--- config.mk ---
export PLATFORM = sky130hd
export DESIGN_NAME = tone_freq_meter
export DESIGN_NICKNAME = d
export VERILOG_FILES = /design/src/rtl/tfm_pkg.sv /design/src/rtl/tfm_edge_sync.sv /design/src/rtl/tfm_cycle_meter.sv /design/src/rtl/tfm_result_regs.sv /design/src/rtl/tone_freq_meter.sv
export SDC_FILE = /design/constraint.sdc
export NUM_CORES = 1
export LEC_CHECK = 0
export ABC_AREA = 1
export BUFFER_PORTS_ARGS = -buffer_cell sky130_fd_sc_hd__buf_2
export CAP_MARGIN = 20
export CORE_MARGIN = 2
export CORE_UTILIZATION = 67
export CTS_CLUSTER_SIZE = 12
export DETAILED_ROUTE_END_ITERATION = 8
export HOLD_SLACK_MARGIN = 0.02
export PLACE_DENSITY = 0.93
export SLEW_MARGIN = 0
export SYNTH_ARGS = -nofsm -noshare
export SYNTH_HDL_FRONTEND = slang
export SYNTH_HIERARCHICAL = 1
export SYNTH_SLANG_ARGS = --single-unit
--- constraint.sdc ---
create_clock -name clk -period 6.75 [get_ports clk]
set_clock_uncertainty 0.15 [all_clocks]
set_input_delay 1.35 -clock clk [delete_from_list [all_inputs] [get_ports clk]]
set_output_delay 1.35 -clock clk [all_outputs]
set_load 0.03 [all_outputs]
--- src/rtl/tfm_pkg.sv ---
package tfm_pkg;
  typedef logic [7:0] byte_t;

  function automatic byte_t sat_inc8(input byte_t v);
    return (v == 8'hFF) ? v : v + 8'd1;
  endfunction
endpackage

--- src/rtl/tfm_edge_sync.sv ---
module tfm_edge_sync (
  input  logic clk,
  input  logic rst,
  input  logic din,
  output logic rise
);
  logic [2:0] sh;

  always_ff @(posedge clk) begin
    if (rst) sh <= '0;
    else     sh <= {sh[1:0], din};
  end

  assign rise = sh[1] & ~sh[2];

  p_rise_pulse_r1: assert property (@(posedge clk) disable iff (rst)
    rise |=> !rise);
endmodule

--- src/rtl/tfm_cycle_meter.sv ---
module tfm_cycle_meter
  import tfm_pkg::*;
#(
  parameter int WIN_TICKS = 122000,
  parameter int PER_W     = 16,
  localparam int WIN_W    = $clog2(WIN_TICKS)
) (
  input  logic             clk,
  input  logic             rst,
  input  logic             rise,
  input  logic [PER_W-1:0] tol,
  output logic             win_end,
  output byte_t            cycles,
  output byte_t            resid,
  output logic             coh
);
  logic [WIN_W-1:0] win_cnt;
  logic             armed;
  logic             have_per;
  logic [PER_W-1:0] per, last_per, diff;

  assign win_end = (win_cnt == WIN_W'(WIN_TICKS - 1));
  assign diff    = (per >= last_per) ? per - last_per : last_per - per;

  always_ff @(posedge clk) begin
    if (rst) begin
      win_cnt  <= '0;
      armed    <= 1'b0;
      have_per <= 1'b0;
      per      <= '0;
      last_per <= '0;
      cycles   <= '0;
      resid    <= '0;
      coh      <= 1'b1;
    end else begin
      win_cnt <= win_end ? '0 : win_cnt + 1'b1;
      if (win_end) begin
        armed    <= 1'b0;
        have_per <= 1'b0;
        per      <= '0;
        cycles   <= '0;
        resid    <= '0;
        coh      <= 1'b1;
      end else if (rise) begin
        resid <= '0;
        per   <= '0;
        if (!armed) begin
          armed <= 1'b1;
        end else begin
          cycles   <= sat_inc8(cycles);
          last_per <= per;
          have_per <= 1'b1;
          if (have_per && (diff > tol)) coh <= 1'b0;
        end
      end else begin
        resid <= sat_inc8(resid);
        if (per != '1) per <= per + 1'b1;
      end
    end
  end

  p_cnt_sat_r5: assert property (@(posedge clk) disable iff (rst)
    (cycles == 8'hFF && !win_end) |=> cycles == 8'hFF);
  p_incoh_sticky_r7: assert property (@(posedge clk) disable iff (rst)
    (!coh && !win_end) |=> !coh);
  p_restart_r2: assert property (@(posedge clk) disable iff (rst)
    win_end |=> (cycles == 8'h00 && resid == 8'h00 && coh));
endmodule

--- src/rtl/tfm_result_regs.sv ---
module tfm_result_regs
  import tfm_pkg::*;
(
  input  logic  clk,
  input  logic  rst,
  input  logic  win_end,
  input  byte_t cycles,
  input  byte_t resid,
  input  logic  coh,
  input  byte_t min_count,
  input  byte_t max_count,
  input  logic  rd_en,
  input  logic  rd_sel,
  output byte_t rd_data,
  output logic  irq,
  output logic  decode_ok
);
  byte_t cnt_q, res_q;

  always_ff @(posedge clk) begin
    if (rst) begin
      cnt_q     <= '0;
      res_q     <= '0;
      decode_ok <= 1'b0;
      irq       <= 1'b0;
      rd_data   <= '0;
    end else begin
      if (win_end) begin
        cnt_q     <= cycles;
        res_q     <= resid;
        decode_ok <= coh && (cycles >= min_count) && (cycles <= max_count);
      end
      if (win_end)              irq <= 1'b1;
      else if (rd_en && rd_sel) irq <= 1'b0;
      if (rd_en) rd_data <= rd_sel ? res_q : cnt_q;
    end
  end

  p_irq_set_r3: assert property (@(posedge clk) disable iff (rst)
    win_end |=> irq);
  p_irq_clr_r3: assert property (@(posedge clk) disable iff (rst)
    (rd_en && rd_sel && !win_end) |=> !irq);
  p_hold_r4: assert property (@(posedge clk) disable iff (rst)
    !win_end |=> ($stable(cnt_q) && $stable(res_q)));
  p_no_ok_incoh_r8: assert property (@(posedge clk) disable iff (rst)
    (win_end && !coh) |=> !decode_ok);
endmodule

--- src/rtl/tone_freq_meter.sv ---
module tone_freq_meter
  import tfm_pkg::*;
#(
  parameter int WIN_TICKS = 122000,
  parameter int PER_W     = 16
) (
  input  logic             clk,
  input  logic             rst,
  input  logic             tone_in,
  input  logic             rd_en,
  input  logic             rd_sel,
  output logic [7:0]       rd_data,
  output logic             irq,
  input  logic [7:0]       min_count,
  input  logic [7:0]       max_count,
  input  logic [PER_W-1:0] period_tol,
  output logic             decode_ok
);
  logic  rise, win_end, coh;
  byte_t cycles, resid;

  tfm_edge_sync u_sync (.clk(clk), .rst(rst), .din(tone_in), .rise(rise));

  tfm_cycle_meter #(.WIN_TICKS(WIN_TICKS), .PER_W(PER_W)) u_meter (
    .clk(clk), .rst(rst), .rise(rise), .tol(period_tol),
    .win_end(win_end), .cycles(cycles), .resid(resid), .coh(coh));

  tfm_result_regs u_res (
    .clk(clk), .rst(rst), .win_end(win_end), .cycles(cycles), .resid(resid),
    .coh(coh), .min_count(min_count), .max_count(max_count),
    .rd_en(rd_en), .rd_sel(rd_sel), .rd_data(rd_data), .irq(irq),
    .decode_ok(decode_ok));
endmodule

==> out/results.tsv, run 1 <==
metric	value	unit
status	complete, but fails checks	
failing checks	design-rule violations	
yosys warns	6	
die height	108	um
Synth Instances	1132	
global-route wire length before repair	28300	um
syn_nets	1238	
worst hold path endpoint	u_sync/sh[1]$_SDFF_PP0_	
Pint	0.823	mW
worst skew pair latency	370	ps
worst slack, placed	3380	ps
maximum root-to-sink buffer count	2	
layout cells sized above 1	0.0872	
dpl hpwl	12500	um
worst slew pin tran	836	ps
WP buf/inv	4	
Setup TNS Final	0	ps
reg2reg path depth	20	
postcts setup bufs	0	
synthesized area per cell	6.39	um^2
leakage	4.00	nW
Main synth FF type	dfxtp_1	
Area growth syn-to-layout	6.02	%
number of flops mapped to enable cells by yosys	0	
hold buffers post-CTS	0	
drt pass-1 iters	9	
largest net degree at the start of global routing	36	
fmax	0.293	GHz
grt ovf	0	
vias in the first global route	6460	
Clk pwr share	0.296	
Diodes inserted	0	
gr usage total	0.296	
synthesized area	7230	um^2
H-tree depth	3	
Worst path most repeated cell	nand2_1	
clk slew on worst S/H paths	100	ps
Chip Width	108	um
cell row count	37	
Worst slew margin	0.441	
Async SR Flop Fraction	0	
routed vias/inst	5.38	
Critical Path AT	3530	ps
Final Cycle Share	0.506	
Gates resized, CTS repair	0	
post-layout min period	3410	ps
maxcap violations	0	
WP depth	20	
CP endpoint kind	register	
critical path peak fanout	17	
hold path cells	2	
placer congestion estimate	0.951	
Ports	47	
Synth cell types	39	
# setup viols final	0	
drt first-iter violations	722	
CTS Root Cell	clkbuf_8	
reg2reg end	u_meter/coh$_SDFFE_PP1P_	
Sw Ratio	0.326	
# nets final	1271	
delay-heaviest family, CP	simple AND/OR/NAND/NOR gates	
highest-delay cell along the critical path	dfxtp_1	
drt wl/cell	12.6	um
clock sink count	97	
Synth Register Bits	97	
crit-path max cell delay	450	ps
CP Data Required Time	6870	ps
Num CTS Buffers	9	
DRC viols	1	
Initial Util	0.694	
initial antenna violation count	0	
Inst Count DP	1290	
Worst R2R Start	u_meter/per[10]$_SDFFE_PP0P_	
Comb pwr share	0.221	
VDD IR max	0.151	mV
worst reg2reg setup slack	3340	ps
sequential group share of total power	0.483	
fin cells	1306	
Power Density	159	nW/um^2
Fin. Hold Viols	0	
net switching power figure	0.399	mW
Port Buf Inserts	46	
area of the core region	10400	um^2
Worst Hold Class	register to register	
worst hold start	u_sync/sh[0]$_SDFF_PP0_	
worst setup margin	3340	ps
unrepaired setup endpoints after global routing	no	
startpoint types	register	
sequential area share after synthesis	0.269	
critical path class	register to register	
crit path cell chain	inv_1 -> ha_1 -> nand2_2 -> inv_2 -> a21oi_2 -> nor2_1 -> nor2_1 -> nand2_4 -> inv_2 -> nand2_1 -> nand2_1 -> inv_1 -> ha_1 -> nand4_1 -> nor3_1 -> nand2_1 -> nand2_1 -> nand2_1 -> nand2_1 -> nand2_1	
full die area	11600	um^2
CTS tree	yes	
Slew Viols, Final	0	
final WL	16500	um
vias	7027	
antenna viol nets, final	0	
## power by group through the flow
stage | sequential, mW | combinational, mW | clock (mW)
finish | 0.589 | 0.270 | 0.362
global route | 0.591 | 0.311 | 0.393
CTS | 0.589 | 0.269 | 0.366
detailed placement | 0.602 | 0.267 | 0
global placement | 0.602 | 0.258 | 0
floorplan | 0.605 | 0.207 | 0
## stage by stage
| stage | util | power [mW] | hold WS [ps] | instance area, um^2 |
|---|---|---|---|---|
| after floorplan | - | 0.812 | 238 | 7230 |
| after global placement | 0.718 | 0.860 | 251 | 7480 |
| after detailed placement | 0.718 | 0.869 | 251 | 7480 |
| after CTS | 0.736 | 1.22 | 264 | 7670 |
| after global routing | 0.736 | 1.30 | 289 | 7670 |
| final | 0.736 | 1.22 | 265 | 7670 |
## cells by family after synthesis
| kind of cell | share of synthesized area |
|---|---|
| fa+ha+maj | 0.121 |
| compound gates | 0.0882 |
| buf+inv | 0.127 |
| xor+xnor | 0.0484 |
| simple gates | 0.346 |
| flops | 0.269 |
## layer usage
layer / part of all wire / GRT usage
met2: 0.47 / 0.509
met4: 0.023 / 0.0916
met5: 0 / 0
met1: 0.44 / 0.384
met3: 0.060 / 0.0412
## layout make-up
class	instances	area, um^2
multi-input cells	808	4380
flip-flops and latches	97	1940
inverters	202	758
fillers	822	2750
repair buffers	47	238
well taps	136	170
clock buffers	9	124
clock inverters	7	60.1
## worst max-delay path by stage
stage / start / end
after global placement: u_meter/per[0]$_SDFFE_PP0P_ / u_meter/coh$_SDFFE_PP1P_
after floorplan: u_meter/per[0]$_SDFFE_PP0P_ / u_meter/coh$_SDFFE_PP1P_
after global routing: u_meter/per[3]$_SDFFE_PP0P_ / u_meter/coh$_SDFFE_PP1P_
final: u_meter/per[10]$_SDFFE_PP0P_ / u_meter/coh$_SDFFE_PP1P_
after detailed placement: u_meter/per[0]$_SDFFE_PP0P_ / u_meter/coh$_SDFFE_PP1P_
after CTS: u_meter/per[0]$_SDFFE_PP0P_ / u_meter/coh$_SDFFE_PP1P_
## cell usage after synthesis (4+ instances only)
library cell  count  area share
inv_1           194        0.10
a21oi_1          72       0.050
buf_6             5      0.0078
nand3_1          52       0.036
nand3_2          15       0.021
nor3_1           20       0.014
buf_4             4      0.0042
buf_2            13      0.0090
xor2_1           31       0.038
nand2_1         342        0.18
o211ai_1          8      0.0083
ha_1             67        0.12
xnor2_1           9       0.011
nand4_1          15       0.013
dfxtp_1          97        0.27
o21ai_0          25       0.017
inv_2             7      0.0036
nor2_1          119       0.062
## flip-flops by register name, indices dropped and copies added (netlist names)
register          flops
u_meter/armed         1
u_meter/per          16
u_meter/last_per     16
u_res/cnt_q           8
u_res/decode_ok       1
u_meter/coh           1
u_res/rd_data         8
u_res/res_q           8
u_res/irq             1
u_sync/sh             3
u_meter/resid         8
u_meter/win_cnt      17
u_meter/have_per      1
u_meter/cycles        8
## worst register-to-register path, cell delays in order (launching register included)
cell	delay (ps)
dfxtp_1	450
inv_1	130
ha_1	430
nand2_2	170
inv_2	60
a21oi_2	170
nor2_1	50
nor2_1	160
nand2_4	160
inv_2	220
nand2_1	90
nand2_1	70
inv_1	40
ha_1	300
nand4_1	140
nor3_1	260
nand2_1	90
nand2_1	60
nand2_1	40
nand2_1	50
nand2_1	40
## placed cells by master (no fill, tap or decap), types with 7 or more instances in the layout
cell type,n
xor2_1,31
dfxtp_1,97
inv_1,194
nor2_1,119
ha_1,67
a21oi_1,72
nor3_1,20
clkbuf_8,9
o21ai_0,25
buf_2,46
nand2_1,342
xnor2_1,9
nand4_1,15
nand3_2,15
inv_2,7
o211ai_1,8
nand3_1,52
Note: power is estimated with default switching activity, not from simulation.
==> inputs of run 2 (changes only) <==
--- a/config.mk
+++ b/config.mk
@@ -5,15 +5,15 @@
 export SDC_FILE = /design/constraint.sdc
 export NUM_CORES = 1
 export LEC_CHECK = 0
-export ABC_AREA = 1
+export ABC_AREA = 0
 export BUFFER_PORTS_ARGS = -buffer_cell sky130_fd_sc_hd__buf_2
 export CAP_MARGIN = 20
 export CORE_MARGIN = 2
-export CORE_UTILIZATION = 67
+export CORE_UTILIZATION = 61
 export CTS_CLUSTER_SIZE = 12
 export DETAILED_ROUTE_END_ITERATION = 8
 export HOLD_SLACK_MARGIN = 0.02
-export PLACE_DENSITY = 0.93
+export PLACE_DENSITY = 0.87
 export SLEW_MARGIN = 0
 export SYNTH_ARGS = -nofsm -noshare
 export SYNTH_HDL_FRONTEND = slang
==> constraint.sdc (replaced) <==
create_clock -name clk -period 3.2 [get_ports clk]
set_clock_uncertainty 0.15 [all_clocks]
set_input_delay 0.64 -clock clk [delete_from_list [all_inputs] [get_ports clk]]
set_output_delay 0.64 -clock clk [all_outputs]
set_load 0.03 [all_outputs]
==> out/results.tsv, run 2 <==
metric	value	unit
VDD IR max	0.245	mV
Inst Count DP	956	
clock sink count	97	
Fin. Hold Viols	0	
drt pass-1 iters	5	
leakage	3.42	nW
Worst Hold Class	register to register	
Num CTS Buffers	9	
layout cells sized above 1	0.236	
area of all placed cells without fillers	7420	um^2
grt ovf	0	
Synth Register Bits	97	
Power Density	347	nW/um^2
WHS	307	ps
CP endpoint kind	register	
# nets final	946	
Synth cell types	57	
vias in the first global route	5598	
drt first-iter violations	324	
sequential area share after synthesis	0.316	
largest registers	u_meter/win_cnt (17), u_meter/last_per (16), u_meter/per (16)	
unrepaired setup endpoints after global routing	yes	
worst setup margin	-533	ps
post-layout min period	3730	ps
total power	2.58	mW
synthesized area	6150	um^2
failing checks	negative setup slack	
clk slew on worst S/H paths	100	ps
gr usage total	0.282	
Chip Width	104	um
most common cell in the netlist	nor2_1	
vias	5533	
antenna viol nets, final	0	
cell row count	36	
placer congestion estimate	0.899	
Most flops, register	u_meter/win_cnt	
critical path class	register to register	
Ports	47	
Async SR Flop Fraction	0	
maximum root-to-sink buffer count	2	
drt wl/cell	15.6	um
Post-synth top cells	nor2_1 (103), dfxtp_1 (97), inv_1 (69)	
initial antenna violation count	0	
number of flops mapped to enable cells by yosys	0	
die height	104	um
area of the core region	9770	um^2
most common cell after layout, fill and taps aside	nor2_1	
H-tree depth	3	
Synth area leaders	dfxtp_1 (32%), ha_1 (14%), mux2i_1 (7.8%)	
Final Cycle Share	1.17	
Worst slew margin	0.542	
largest net degree at the start of global routing	42	
startpoint types	register	
Port Buf Inserts	46	
routed vias/inst	5.66	
DRC viols	0	
dpl hpwl	11200	um
yosys warns	6	
Placed Area	7030	um^2
fill count	679	
synthesized area per cell	8.52	um^2
CTS tree	yes	
Synth Instances	722	
worst reg2reg setup slack	-530	ps
most frequent cells in the layout	nor2_1 (103), dfxtp_1 (91), buf_4 (90)	
fmax	0.268	GHz
Slew Viols, Final	0	
maxcap violations	0	
critical path peak fanout	6	
status	complete, but fails checks	
worst skew pair latency	370	ps
leading area contributor after synthesis	dfxtp_1	
fin cells	978	
syn_nets	828	
full die area	10900	um^2
global-route wire length before repair	25400	um
final WL	15300	um
Main synth FF type	dfxtp_1	
Yosys top cell area share	0.316	
Critical Path AT	3850	ps
number of flip-flops in the largest register	17	
worst slew pin tran	685	ps
CP Data Required Time	3310	ps
# setup viols final	1	
Diodes inserted	0	
Initial Util	0.630	
Area growth syn-to-layout	20.7	%
CTS Root Cell	clkbuf_8	
run 2: cell families after synthesis:
family | count (synthesis) | synth area share
compound gates | 131 | 0.141
xor+xnor | 51 | 0.0726
mux | 49 | 0.0799
flops | 97 | 0.316
simple gates | 225 | 0.176
buf+inv | 100 | 0.0722
fa+ha+maj | 69 | 0.143
run 2: layout make-up:
| class | instances | area (um^2) | area share |
|---|---|---|---|
| sequential | 97 | 1950 | 0.263 |
| tap | 133 | 166 | 0.0224 |
| clock inverter | 6 | 113 | 0.0152 |
| timing repair buffer | 137 | 917 | 0.124 |
| clock buffer | 10 | 138 | 0.0185 |
| inverter | 69 | 259 | 0.0349 |
| multi-input combinational | 526 | 3880 | 0.523 |
run 2: per-stage QoR:
step	setup TNS [ps]	worst slack, ps	utilization
2_1_floorplan	-213	-213	-
3_3_place_gp	-424	-424	0.719
3_5_place_dp	-539	-539	0.719
4_1_cts	-428	-428	0.749
5_1_grt	-726	-726	0.760
6_report	-533	-533	0.760
run 2: metal layers:
layer | global-route usage | wire length [um]
met4 | 0.0907 | 229
met1 | 0.330 | 6390
met2 | 0.520 | 7870
met3 | 0.0476 | 764
met5 | 0 | 0
run 2: path summary, 6_finish.rpt:
path / from / endpoint / depth (start not counted)
worst min register to register: u_meter/win_cnt[0]$_SDFF_PP0_ / u_meter/win_cnt[0]$_SDFF_PP0_ / 1
worst max-delay path: u_meter/per[0]$_SDFFE_PP0P_ / u_meter/coh$_SDFFE_PP1P_ / 18
worst min-delay path: u_meter/win_cnt[0]$_SDFF_PP0_ / u_meter/win_cnt[0]$_SDFF_PP0_ / 1
worst max register to register: u_meter/per[0]$_SDFFE_PP0P_ / u_meter/coh$_SDFFE_PP1P_ / 18
run 2: where the power goes:
| group | total (mW) | leakage [nW] | internal (mW) | switching [mW] |
|---|---|---|---|---|
| clock | 0.968 | 0.127 | 0.543 | 0.424 |
| sequential | 1.24 | 0.788 | 1.22 | 0.0146 |
| combinational | 0.371 | 2.51 | 0.179 | 0.192 |
run 2: timing repair:
action | CTS | global route
cloned | 1 | 0
resized for setup | 8 | 18
endpoints found under the setup margin | 1 | 1
pin swaps | 3 | 16
buffers inserted | 1 | 4
hold buffers | 0 | 0
run 2: worst max-delay path: stages, from the launching register on:
cell and delay, ps:
dfxtp_2 340, inv_2 60, ha_4 120, inv_2 40
fa_2 360, nand3_2 80, nand4_1 110, a21o_1 190
a221o_2 470, buf_6 170, mux2i_4 180, xnor2_2 140
ha_1 290, nand4_1 150, buf_4 180, buf_4 120
buf_4 120, o2111ai_1 240, o21ai_1 110
==> inputs of run 3 (changes only) <==
--- a/config.mk
+++ b/config.mk
@@ -9,11 +9,11 @@
 export BUFFER_PORTS_ARGS = -buffer_cell sky130_fd_sc_hd__buf_2
 export CAP_MARGIN = 20
 export CORE_MARGIN = 2
-export CORE_UTILIZATION = 61
+export CORE_UTILIZATION = 25
 export CTS_CLUSTER_SIZE = 12
 export DETAILED_ROUTE_END_ITERATION = 8
 export HOLD_SLACK_MARGIN = 0.02
-export PLACE_DENSITY = 0.87
+export PLACE_DENSITY = 0.46
 export SLEW_MARGIN = 0
 export SYNTH_ARGS = -nofsm -noshare
 export SYNTH_HDL_FRONTEND = slang
==> out/results.tsv, run 3 (same netlist as run 2, synthesis figures left out) <==
metric	value	unit
gr usage total	0.114	
CTS Root Cell	clkbuf_16	
postcts setup bufs	0	
Worst slew margin	0.523	
WP buf/inv	4	
Worst R2R Start	u_meter/per[0]$_SDFFE_PP0P_	
worst setup margin	-390	ps
VDD IR max	0.223	mV
sequential group share of total power	0.456	
Port Buf Inserts	46	
Power Density	352	nW/um^2
largest net degree at the start of global routing	36	
vias	5117	
unrepaired setup endpoints after global routing	yes	
antenna viol nets, final	0	
maxcap violations	0	
CTS tree	yes	
full die area	25900	um^2
area of all placed cells without fillers	7690	um^2
CP Data Required Time	3340	ps
DRC viols	0	
startpoint types	register	
critical path class	register to register	
Critical Path AT	3730	ps
reg2reg end	u_meter/coh$_SDFFE_PP1P_	
grt ovf	0	
Num CTS Buffers	9	
largest registers	u_meter/win_cnt (17), u_meter/last_per (16), u_meter/per (16)	
Fin. Hold Viols	0	
maximum root-to-sink buffer count	2	
H-tree depth	3	
placer congestion estimate	0.792	
FF+latch area	1950	um^2
net switching power figure	0.752	mW
global-route wire length before repair	24500	um
worst skew pair latency	350	ps
failing checks	negative setup slack	
# setup viols final	1	
delay-heaviest family, CP	compound AO/OA/AOI/OAI gates	
Clk pwr share	0.419	
WHS	295	ps
Slew Viols, Final	0	
Initial Util	0.254	
Critical Path Start	u_meter/per[0]$_SDFFE_PP0P_	
area of the multi-input gates	3810	um^2
final WL	14400	um
Ports	47	
critical path peak fanout	7	
initial antenna violation count	0	
post-layout min period	3590	ps
clock sink count	97	
worst slack, placed	-462	ps
WP depth	18	
drt wl/cell	12.3	um
routed vias/inst	4.37	
Placed Area	7340	um^2
most common cell after layout, fill and taps aside	nor2_1	
Pint	1.96	mW
layout cells sized above 1	0.224	
fill count	2594	
crit path cell chain	inv_1 -> ha_1 -> inv_2 -> fa_2 -> nand3_2 -> nand4_1 -> a21o_1 -> a221o_1 -> buf_6 -> buf_4 -> mux2i_1 -> xnor2_1 -> ha_1 -> nand4_1 -> or3_4 -> o2111ai_2 -> a21oi_1 -> o21ai_1	
dpl hpwl	11400	um
Most flops, register	u_meter/win_cnt	
die height	161	um
leakage	3.47	nW
worst reg2reg setup slack	-390	ps
vias in the first global route	5047	
CP endpoint kind	register	
Sw Ratio	0.277	
Area growth syn-to-layout	25.1	%
drt first-iter violations	180	
# nets final	949	
hold path cells	1	
cell row count	57	
status	complete, but fails checks	
clk slew on worst S/H paths	80	ps
Final Cycle Share	1.12	
drt pass-1 iters	4	
Diodes inserted	0	
Chip Width	161	um
Comb pwr share	0.125	
reg2reg path depth	18	
fmax	0.279	GHz
most frequent cells in the layout	nor2_1 (103), buf_4 (93), dfxtp_1 (91)	
crit-path max cell delay	400	ps
area of the core region	24200	um^2
worst slew pin tran	714	ps
Worst Hold Class	register to register	
highest-delay cell along the critical path	a221o_1	
Setup crit end	u_meter/coh$_SDFFE_PP1P_	
number of flip-flops in the largest register	17	
run 3: cell count changes in the layout (fill, tap and decap cells not counted), moves of 2 or more:
cell	change
inv_8	+2
clkbuf_8	-10
inv_2	-2
clkinv_8	+3
a21oi_2	-3
buf_4	+3
inv_1	+2
a21oi_1	+3
clkbuf_16	+9
bufinv_16	-3
ha_1	+2
run 3: worst register-to-register path, delay by kind of cell, from the launching register on:
kind                       cells  cell delay [ps]
and+or+nand+nor                4              670
AOI/OAI and AO/OA              5              920
muxes                          1              120
buffers and inverters          4              410
adders and majority gates      3              790
xor gates and xnor gates       1              150
DFF                            1              330
run 3: routing by layer:
metal / share of wire / wire (um) / global-route usage
met5: 0 / 0 / 0
met1: 0.52 / 7430 / 0.157
met3: 0.018 / 265 / 0.0152
met2: 0.45 / 6490 / 0.186
met4: 0.015 / 209 / 0.0365
run 3: repair_timing:
action                     CTS  global route
setup endpoints to repair    1             1
gates resized for setup      7             5
pin swaps                    3             1
hold buffers                 0             0
hold endpoints to repair     0             0
run 3: how the worst min path moves through the flow:
| stage | from | slack [ps] | end |
|---|---|---|---|
| global route | u_sync/sh[0]$_SDFF_PP0_ | 320 | u_sync/sh[1]$_SDFF_PP0_ |
| floorplan | u_meter/win_cnt[0]$_SDFF_PP0_ | 260 | u_meter/win_cnt[0]$_SDFF_PP0_ |
| global placement | u_meter/win_cnt[0]$_SDFF_PP0_ | 280 | u_meter/win_cnt[0]$_SDFF_PP0_ |
| finish | u_sync/sh[0]$_SDFF_PP0_ | 290 | u_sync/sh[1]$_SDFF_PP0_ |
| CTS | u_meter/win_cnt[0]$_SDFF_PP0_ | 300 | u_meter/win_cnt[0]$_SDFF_PP0_ |
| detailed placement | u_sync/sh[0]$_SDFF_PP0_ | 280 | u_sync/sh[1]$_SDFF_PP0_ |
run 3: power by group through the flow:
stage	Combinational [mW]	Sequential, mW	Clock [mW]
4_1_cts	0.343	1.24	1.18
2_1_floorplan	0.214	1.27	0
5_1_grt	0.386	1.24	1.22
6_report	0.339	1.24	1.14
3_5_place_dp	0.339	1.27	0
3_3_place_gp	0.339	1.26	0
run 3: area by class of cell:
| class | count | area share |
|---|---|---|
| multi-input cells | 525 | 0.495 |
| inverters | 69 | 0.0337 |
| clock inverters | 7 | 0.0125 |
| well taps | 324 | 0.0527 |
| repair buffers | 141 | 0.124 |
| flip-flops and latches | 97 | 0.253 |
| clock buffers | 9 | 0.0293 |
run 3: metrics by stage:
step	util	instances	power [mW]	TNS (ps)
after CTS	0.317	1172	2.76	-420
final	0.317	1172	2.71	-390
after detailed placement	0.303	1156	1.60	-462
after global placement	0.303	1156	1.60	-436
after floorplan	-	722	1.49	-213
after global routing	0.317	1172	2.85	-625
